**config.mk**
```make
export PLATFORM = sky130hd
export DESIGN_NAME = vipt_lookup
export DESIGN_NICKNAME = d
export VERILOG_FILES = /design/src/rtl/vipt_lookup.sv
export SDC_FILE = /design/constraint.sdc
export NUM_CORES = 2
export LEC_CHECK = 0
export CAP_MARGIN = 20
export CORE_MARGIN = 2
export CORE_UTILIZATION = 42
export CTS_CLUSTER_DIAMETER = 120
export DETAILED_ROUTE_END_ITERATION = 10
export DONT_BUFFER_PORTS = 1
export PLACE_DENSITY = 0.61
export SLEW_MARGIN = 20
export SYNTH_ARGS = -nofsm -noshare
export SYNTH_HDL_FRONTEND = slang
export SYNTH_SLANG_ARGS = --single-unit
```
**constraint.sdc**
```tcl
create_clock -name clk -period 10.91 [get_ports clk]
set_input_delay 1.6365 -clock clk [delete_from_list [all_inputs] [get_ports clk]]
set_output_delay 1.6365 -clock clk [all_outputs]
set_load 0.02 [all_outputs]
```
**src/rtl/vipt_lookup.sv**
```systemverilog
module vipt_lookup #(
  parameter int VA_W   = 32,
  parameter int OFF_W  = 12,
  parameter int LINE_W = 6,
  parameter int IDX_W  = 6,
  parameter int PPN_W  = 20,
  parameter int ASID_W = 8,
  parameter int TLB_N  = 4
) (
  input  logic                    clk,
  input  logic                    rst_n,
  input  logic                    req_valid,
  input  logic [VA_W-1:0]         req_va,
  input  logic [ASID_W-1:0]       req_asid,
  input  logic                    tlb_fill_en,
  input  logic [VA_W-OFF_W-1:0]   tlb_fill_vpn,
  input  logic [ASID_W-1:0]       tlb_fill_asid,
  input  logic [PPN_W-1:0]        tlb_fill_ppn,
  input  logic                    tag_fill_en,
  input  logic [IDX_W-1:0]        tag_fill_idx,
  input  logic [PPN_W-1:0]        tag_fill_ppn,
  input  logic                    tag_fill_valid,
  output logic                    rsp_valid,
  output logic                    rsp_hit,
  output logic                    rsp_tlb_miss,
  output logic [PPN_W+OFF_W-1:0]  rsp_pa
);
  localparam int VPN_W = VA_W - OFF_W;
  localparam int SETS  = 1 << IDX_W;
  localparam int PTR_W = (TLB_N > 1) ? $clog2(TLB_N) : 1;

  logic [TLB_N-1:0]  t_vld;
  logic [VPN_W-1:0]  t_vpn  [TLB_N];
  logic [ASID_W-1:0] t_asid [TLB_N];
  logic [PPN_W-1:0]  t_ppn  [TLB_N];
  logic [SETS-1:0]   l_vld;
  logic [PPN_W-1:0]  l_tag  [SETS];
  logic [PTR_W-1:0]  rr;

  wire [VPN_W-1:0] vpn = req_va[VA_W-1:OFF_W];
  wire [IDX_W-1:0] idx = req_va[LINE_W+IDX_W-1:LINE_W];

  logic [TLB_N-1:0] hit_vec, fill_vec;
  logic [PPN_W-1:0] xl_ppn;
  logic [PTR_W-1:0] slot;
  logic             repl;

  for (genvar i = 0; i < TLB_N; i++) begin : g_cmp
    assign hit_vec[i]  = t_vld[i] && t_vpn[i] == vpn && t_asid[i] == req_asid;
    assign fill_vec[i] = t_vld[i] && t_vpn[i] == tlb_fill_vpn && t_asid[i] == tlb_fill_asid;
  end

  always_comb begin
    xl_ppn = '0;
    for (int i = 0; i < TLB_N; i++)
      if (hit_vec[i]) xl_ppn = xl_ppn | t_ppn[i];
  end

  always_comb begin
    slot = rr;
    repl = 1'b0;
    if (|fill_vec) begin
      for (int i = TLB_N - 1; i >= 0; i--)
        if (fill_vec[i]) slot = PTR_W'(i);
    end else if (!(&t_vld)) begin
      for (int i = TLB_N - 1; i >= 0; i--)
        if (!t_vld[i]) slot = PTR_W'(i);
    end else begin
      repl = 1'b1;
    end
  end

  wire xl_hit = |hit_vec;

  always_ff @(posedge clk) begin
    if (!rst_n) begin
      t_vld        <= '0;
      l_vld        <= '0;
      rr           <= '0;
      rsp_valid    <= 1'b0;
      rsp_hit      <= 1'b0;
      rsp_tlb_miss <= 1'b0;
      rsp_pa       <= '0;
    end else begin
      rsp_valid    <= req_valid;
      rsp_hit      <= xl_hit && l_vld[idx] && l_tag[idx] == xl_ppn;
      rsp_tlb_miss <= !xl_hit;
      rsp_pa       <= {xl_ppn, req_va[OFF_W-1:0]};
      if (tlb_fill_en) begin
        t_vld[slot] <= 1'b1;
        if (repl) rr <= (rr == PTR_W'(TLB_N - 1)) ? '0 : rr + 1'b1;
      end
      if (tag_fill_en) l_vld[tag_fill_idx] <= tag_fill_valid;
    end
  end

  always_ff @(posedge clk) begin
    if (tlb_fill_en) begin
      t_vpn[slot]  <= tlb_fill_vpn;
      t_asid[slot] <= tlb_fill_asid;
      t_ppn[slot]  <= tlb_fill_ppn;
    end
    if (tag_fill_en) l_tag[tag_fill_idx] <= tag_fill_ppn;
  end

  p_strobe_r2: assert property (@(posedge clk) disable iff (!rst_n)
    req_valid |=> rsp_valid);
  p_offset_r3: assert property (@(posedge clk) disable iff (!rst_n)
    req_valid |=> rsp_pa[OFF_W-1:0] == $past(req_va[OFF_W-1:0]));
  p_unique_r4: assert property (@(posedge clk) disable iff (!rst_n)
    $onehot0(hit_vec));
  p_miss_r5: assert property (@(posedge clk) disable iff (!rst_n)
    rsp_tlb_miss |-> !rsp_hit && rsp_pa[PPN_W+OFF_W-1:OFF_W] == '0);
  p_line_r6: assert property (@(posedge clk) disable iff (!rst_n)
    rsp_hit |-> $past(l_vld[idx]));
endmodule

```
; After elaboration in Yosys (flattened, before gate mapping)
; Memories as Yosys holds them, arrays and structs flattened.
; Cells that the tools add are included.
[classes]
add_sub_neg = 1
eq_ne = 18
n_reduce_logical = 25
order_cmp = 5
n_bitwise = 4
n_mux = 28
[op_table]
columns = operator, n
row1 = $eq A20 B20 Y1, 9
row2 = $mux W20, 4
row3 = $bwmux W64, 1
row4 = $eq A8 B8 Y1, 8
row5 = $or A20 B20 Y20, 3
row6 = $mux W2, 11
row7 = $logic_and A1 B1 Y1, 20
row8 = $lt A6 B7 Y1 const B, 2
row9 = $mux W1, 9
row10 = $reduce_or A4 Y1, 2
row11 = $bmux W1 S6, 1
row12 = $demux W1 S6, 1
row13 = $ge A6 B1 Y1 const B, 1
row14 = $or A4 B4 Y4, 1
row15 = $reduce_and A4 Y1, 1
row16 = $lt A2 B3 Y1 const B, 1
row17 = $add A2 B1 Y2 const B, 1
row18 = $demux W1 S2, 1
row19 = $eq A2 B2 Y1 const B, 1
row20 = $ge A2 B1 Y1 const B, 1
row21 = $reduce_and A2 Y1, 1
row22 = $logic_not A1 Y1, 1
[totals]
ff_bits = 105
output_inout_bits = 35
memories = 4
mem_bits_rw = 1472
[memory_table]
columns = name, words, word_bits, rd, rd_ports_with_merged_regs, write_ports, line_no
row1 = l_tag, 64, 20, 1, 0, 1, 37  ; logic [PPN_W-1:0] l_tag [SETS];
row2 = t_ppn, 4, 20, 4, 0, 1, 35  ; logic [PPN_W-1:0] t_ppn [TLB_N];
row3 = t_vpn, 4, 20, 4, 0, 1, 33  ; logic [VPN_W-1:0] t_vpn [TLB_N];
row4 = t_asid, 4, 8, 4, 0, 1, 34  ; logic [ASID_W-1:0] t_asid [TLB_N];

; Depth between registers and ports, before layout
[depth]
word_depth = 13
mapped_depth = 16
mapped_depth_nobuf = 9

; Least setup slack after synthesis
; Ideal clock, no wire load.
[synth_timing]
path_type = in2reg
from = input port tlb_fill_vpn[12]
to = memory t_asid[2][0], enable pin
required_ns = 10.455
setup_ns = 0.455
setup_slack_ns = 5.356
t_arrival_ns = 5.099
cell_stages = 9
cell_sequence = clkbuf_1 xor2_1 nor4_1 nand4_1 nor4_1 nand2b_1 a31oi_1 or2_2 nor2_1
[synth_via]
elab_chain_cells = 8
word_cells_on_any_way = 18
classes_between = eq/ne (4) / mux (5) / reduce/logical (9)
[synth_lines]
columns = element, line_no
row1 = "start, declared", 16  ; input logic [VA_W-OFF_W-1:0] tlb_fill_vpn,
row2 = $eq A20 B20 Y1, 50  ; assign fill_vec[i] = t_vld[i] && t_vpn[i] == tlb_fill_vpn && t_asid[i] == tlb_fill_asid;
row3 = $logic_and A1 B1 Y1 (2 in a row), 50
row4 = $mux W2 (4 in a row), 64  ; if (fill_vec[i]) slot = PTR_W'(i);
row5 = $mux W2 (*), 62  ; if (|fill_vec) begin
row6 = "end, declared", 34
; Mark *: on every way between the ends. The rest lies on a longest branch, timed or not.

; Final worst setup path
[layout_timing]
from = input port req_va[6]
to = register rsp_hit
[layout_via]
elab_chain_cells = 4
word_cells_on_any_way = 6
classes_between = eq/ne (1) / mux (2) / reduce/logical (2) / memory (1)
[layout_lines]
columns = element, line_no
row1 = "start, declared", 13  ; input logic [VA_W-1:0] req_va,
row2 = branches (longest 3 deep; another with $mem_v2 Z64 W20), -
row3 = $logic_and A1 B1 Y1 (*), 86  ; rsp_hit <= xl_hit && l_vld[idx] && l_tag[idx] == xl_ppn;
row4 = "end signal, assigned", 86
row5 = "end, declared", 24  ; output logic rsp_hit,
; Mark *: on every way between the ends. The select of a mux whose other input is x is not followed.
; A chain may end at the register's enable or synchronous reset.

==> impl_metrics.toml <==
[run_status]
status = "complete, but fails checks"
violations = "slew limit"

[clock_tree]
cts_resized = 0
cts.clk_slew.worst_paths_ps = 60
cts_setup_buffers = 0
cts_root_buf = "clkbuf_16"
clkLatencyLatePin_ps = 790
cts_tree = "built"
ctsHoldBuffers = 0
clock_path_buffers = 3
cts_sinks = 1577
cts_max_level = 4
cts_buffers = 162

[setup_path]
crit_start = "req_va[6]"
crit-reg2reg-launch = "t_vpn[1][11]$_DFFE_PP_"
worst_setup_path_end_kind = "flop"
r2r_end = "rsp_hit$_SDFF_PN0_"
crit_path_start_kind = "primary input"
regToRegSetupSlack_ps = 6910
critPathSlowestCell = "mux4_2"
cp_slowest_stage_delay_ps = 1420
path_cells = "mux4_2 -> a22o_1 -> a221oi_1 -> o22ai_1 -> nor3_1 -> xnor2_1 -> nand4_1 -> nor4_2"
worstPathMaxFanout = 328
arrival_ps = 6830
criticalPathCategory = "in2reg"
crit_end = "rsp_hit$_SDFF_PN0_"
worstPathRequired_ps = 11590
reg2reg_depth = 9

[route]
vias = 32390
wl_per_cell_um = 31.28
ant_nets = 0
wl_um = 170100
first_iter_violations = 3776
drc = 0
dr.pass1.iters = 7
vias_per_cell = 5.956

[power_and_ir_drop]
design_power_total_w = 0.01256
power_per_cell_area_nw_per_um2 = 178.9
cellLeakagePower_nw = 21.49
vdd_drop_max_uv = 173.5

[logic_synthesis]
yosysMostFrequentCell = "edfxtp_1"
yosysTopAreaCellShare_pct = 70.32
synthSimpleGateAreaFrac_pct = 4.240
synthFlopType = "edfxtp_1"
yosys.area.top_type = "edfxtp_1"
synthAdderAreaFrac_pct = 0.01990
synthArstFlopShare_pct = 0
avgSynthCellArea_um2 = 18.89
synth_common_cells = "edfxtp_1 (1472), mux4_2 (311), xnor2_1 (183)"
synth_edf_count = 1472
ys_seq_area_share_pct = 73.66
ys_seq_elements = 1577
synthXorXnorAreaFrac_pct = 3.288
synth_nets = 3449
synth_top_family_by_area = "multiplexers"
muxShareOfSynthArea_pct = 12.67
netlist_instances = 3328
synth_compound_area_share_pct = 4.305
synthTopCellsByArea = "edfxtp_1 (70%), mux4_2 (11%), dfxtp_1 (3.3%)"
yosysWarnings = 0
syn_area_um2 = 62860
synth_cell_types = 69

[timing]
setup_viol = 0
clock_skew_ps = 53.85
worstMarginPinSlew_ps = 2910
fin_crit_sh_pct = 56.38
tns_ps = 0
slew_viol_final = 401
grt_setup_unrepaired = "no"
max_freq_mhz = 162.6
slew_headroom_pct = -93.98
post-route-min-period_ps = 6151
timing.final.hold_violations = 0

[floorplanning]
core_area_um2 = 148200
ios = 155
die_w_um = 390.9
die_y_um = 390.9
initial_core_util_pct = 42.42
rows = 141
die_area_um2 = 152800

[layout]
final_cells = 5438
area_growth_pct = 11.68
final_util_pct = 47.37
final_nets = 3499
final_cell_area_um2 = 70200
final_layout_size_suffix_gt1_share_pct = 20.62

[placement]
placedCellCount = 5144
routabilityCongestion = 0.9358
placed_cell_area_um2 = 65040
hpwlAfterDp_um = 97860
io_buffer_count = 0

[grt]
antenna_found_initial = 2
grt_max_degree = 329
grt_pass1_wl_um = 241800
grt_util_all_layers_pct = 22.25
overflow = 0
grt_pass1_vias = 32380

[run]
cap_violations = 0

[min_path]
min_path_type = "reg2reg"
[cells in the final DEF, fill, tap and decap left out, types with 30 or more instances in the layout]
cell       netlist  layout
edfxtp_1      1472    1472
mux4_2         311     311
xnor2_1        183     183
clkbuf_16        0     165
nand2_1        121     121
dfxtp_1        105     105
buf_4           32      88
o21ai_0         81      81
nand4_1         73      73
a22oi_1         68      68
a21boi_0        68      68
mux2i_1         66      66
nor2_2           0      65
nand3_1         63      63
xor2_1          53      53
nor2_1         108      39
clkinv_1         0      38
clkbuf_1       101      35
a21oi_1         33      33
and2_1          31      31
nor4_1          31      30
[power breakdown]
part | total (W) | internal [W] | switching [W]
Clock | 0.00537 | 0.00300 | 0.00237
Combinational | 0.000489 | 0.000234 | 0.000254
Sequential | 0.00670 | 0.00667 | 0.0000294
Total | 0.0126 | 0.00991 | 0.00265
[logic make-up (layout without fill, tap and decap cells)]
| logic type | Yosys count | count (layout) |
|---|---|---|
| adder cells (fa/ha/maj) | 1 | 1 |
| other | 0 | 2 |
| AO/OA/AOI/OAI | 388 | 388 |
| flip-flops | 1577 | 1577 |
| AND/OR/NAND/NOR | 519 | 519 |
| XOR/XNOR | 236 | 236 |
| buffers and inverters | 213 | 391 |
| multiplexers | 394 | 394 |
[worst max-delay path, delay by kind of cell]
kind | cells | cell delay [ps]
and+or+nand+nor | 3 | 1020
muxes | 1 | 1420
xor gates and xnor gates | 1 | 190
AOI/OAI and AO/OA | 3 | 1280
[flip-flops by register name, summed over array words and instances, names as in the netlist]
name / flops
t_vpn: 80
t_ppn: 80
rsp_pa: 32
rsp_hit: 1
l_vld: 64
l_tag: 1280
t_vld: 4
t_asid: 32
rr: 2
rsp_tlb_miss: 1
rsp_valid: 1
[worst min-delay path by stage]
stage	from	end	cells after the start
floorplan	l_vld[62]$_SDFFE_PN0P_	l_vld[62]$_SDFFE_PN0P_	2
global placement	l_vld[33]$_SDFFE_PN0P_	l_vld[33]$_SDFFE_PN0P_	2
global route	l_vld[15]$_SDFFE_PN0P_	l_vld[15]$_SDFFE_PN0P_	2
finish	l_vld[17]$_SDFFE_PN0P_	l_vld[17]$_SDFFE_PN0P_	2
detailed placement	l_vld[17]$_SDFFE_PN0P_	l_vld[17]$_SDFFE_PN0P_	2
CTS	l_vld[17]$_SDFFE_PN0P_	l_vld[17]$_SDFFE_PN0P_	2
[per-stage QoR]
| stage | setup slack, ps | hold WS [ps] |
|---|---|---|
| after detailed placement | 5792 | 471.3 |
| after global placement | 5815 | 461.3 |
| after CTS | 6604 | 480.8 |
| after global routing | 6392 | 502.1 |
| after floorplan | 5356 | 454.0 |
| final | 4759 | 478.6 |
[layer usage]
layer | GRT usage, % | part of all wire (%) | vias to the layer above
met5 | 0 | 0 | -
met4 | 5.855 | 2.3 | 0
met3 | 4.937 | 8.7 | 222
met2 | 35.45 | 48 | 1421
met1 | 31.04 | 41 | 17160
li1 | - | - | 13590
[layout make-up]
type / count / area [um2]
sequential: 1577 / 46300
tap: 1930 / 2415
antenna: 2 / 5.005
inverter: 11 / 41.29
multi-input combinational: 1538 / 15620
clock buffer: 201 / 4274
timing repair buffer: 88 / 660.6
clock inverter: 91 / 879.6
fill: 12270 / 77990
(Power assumes the default switching activity.)
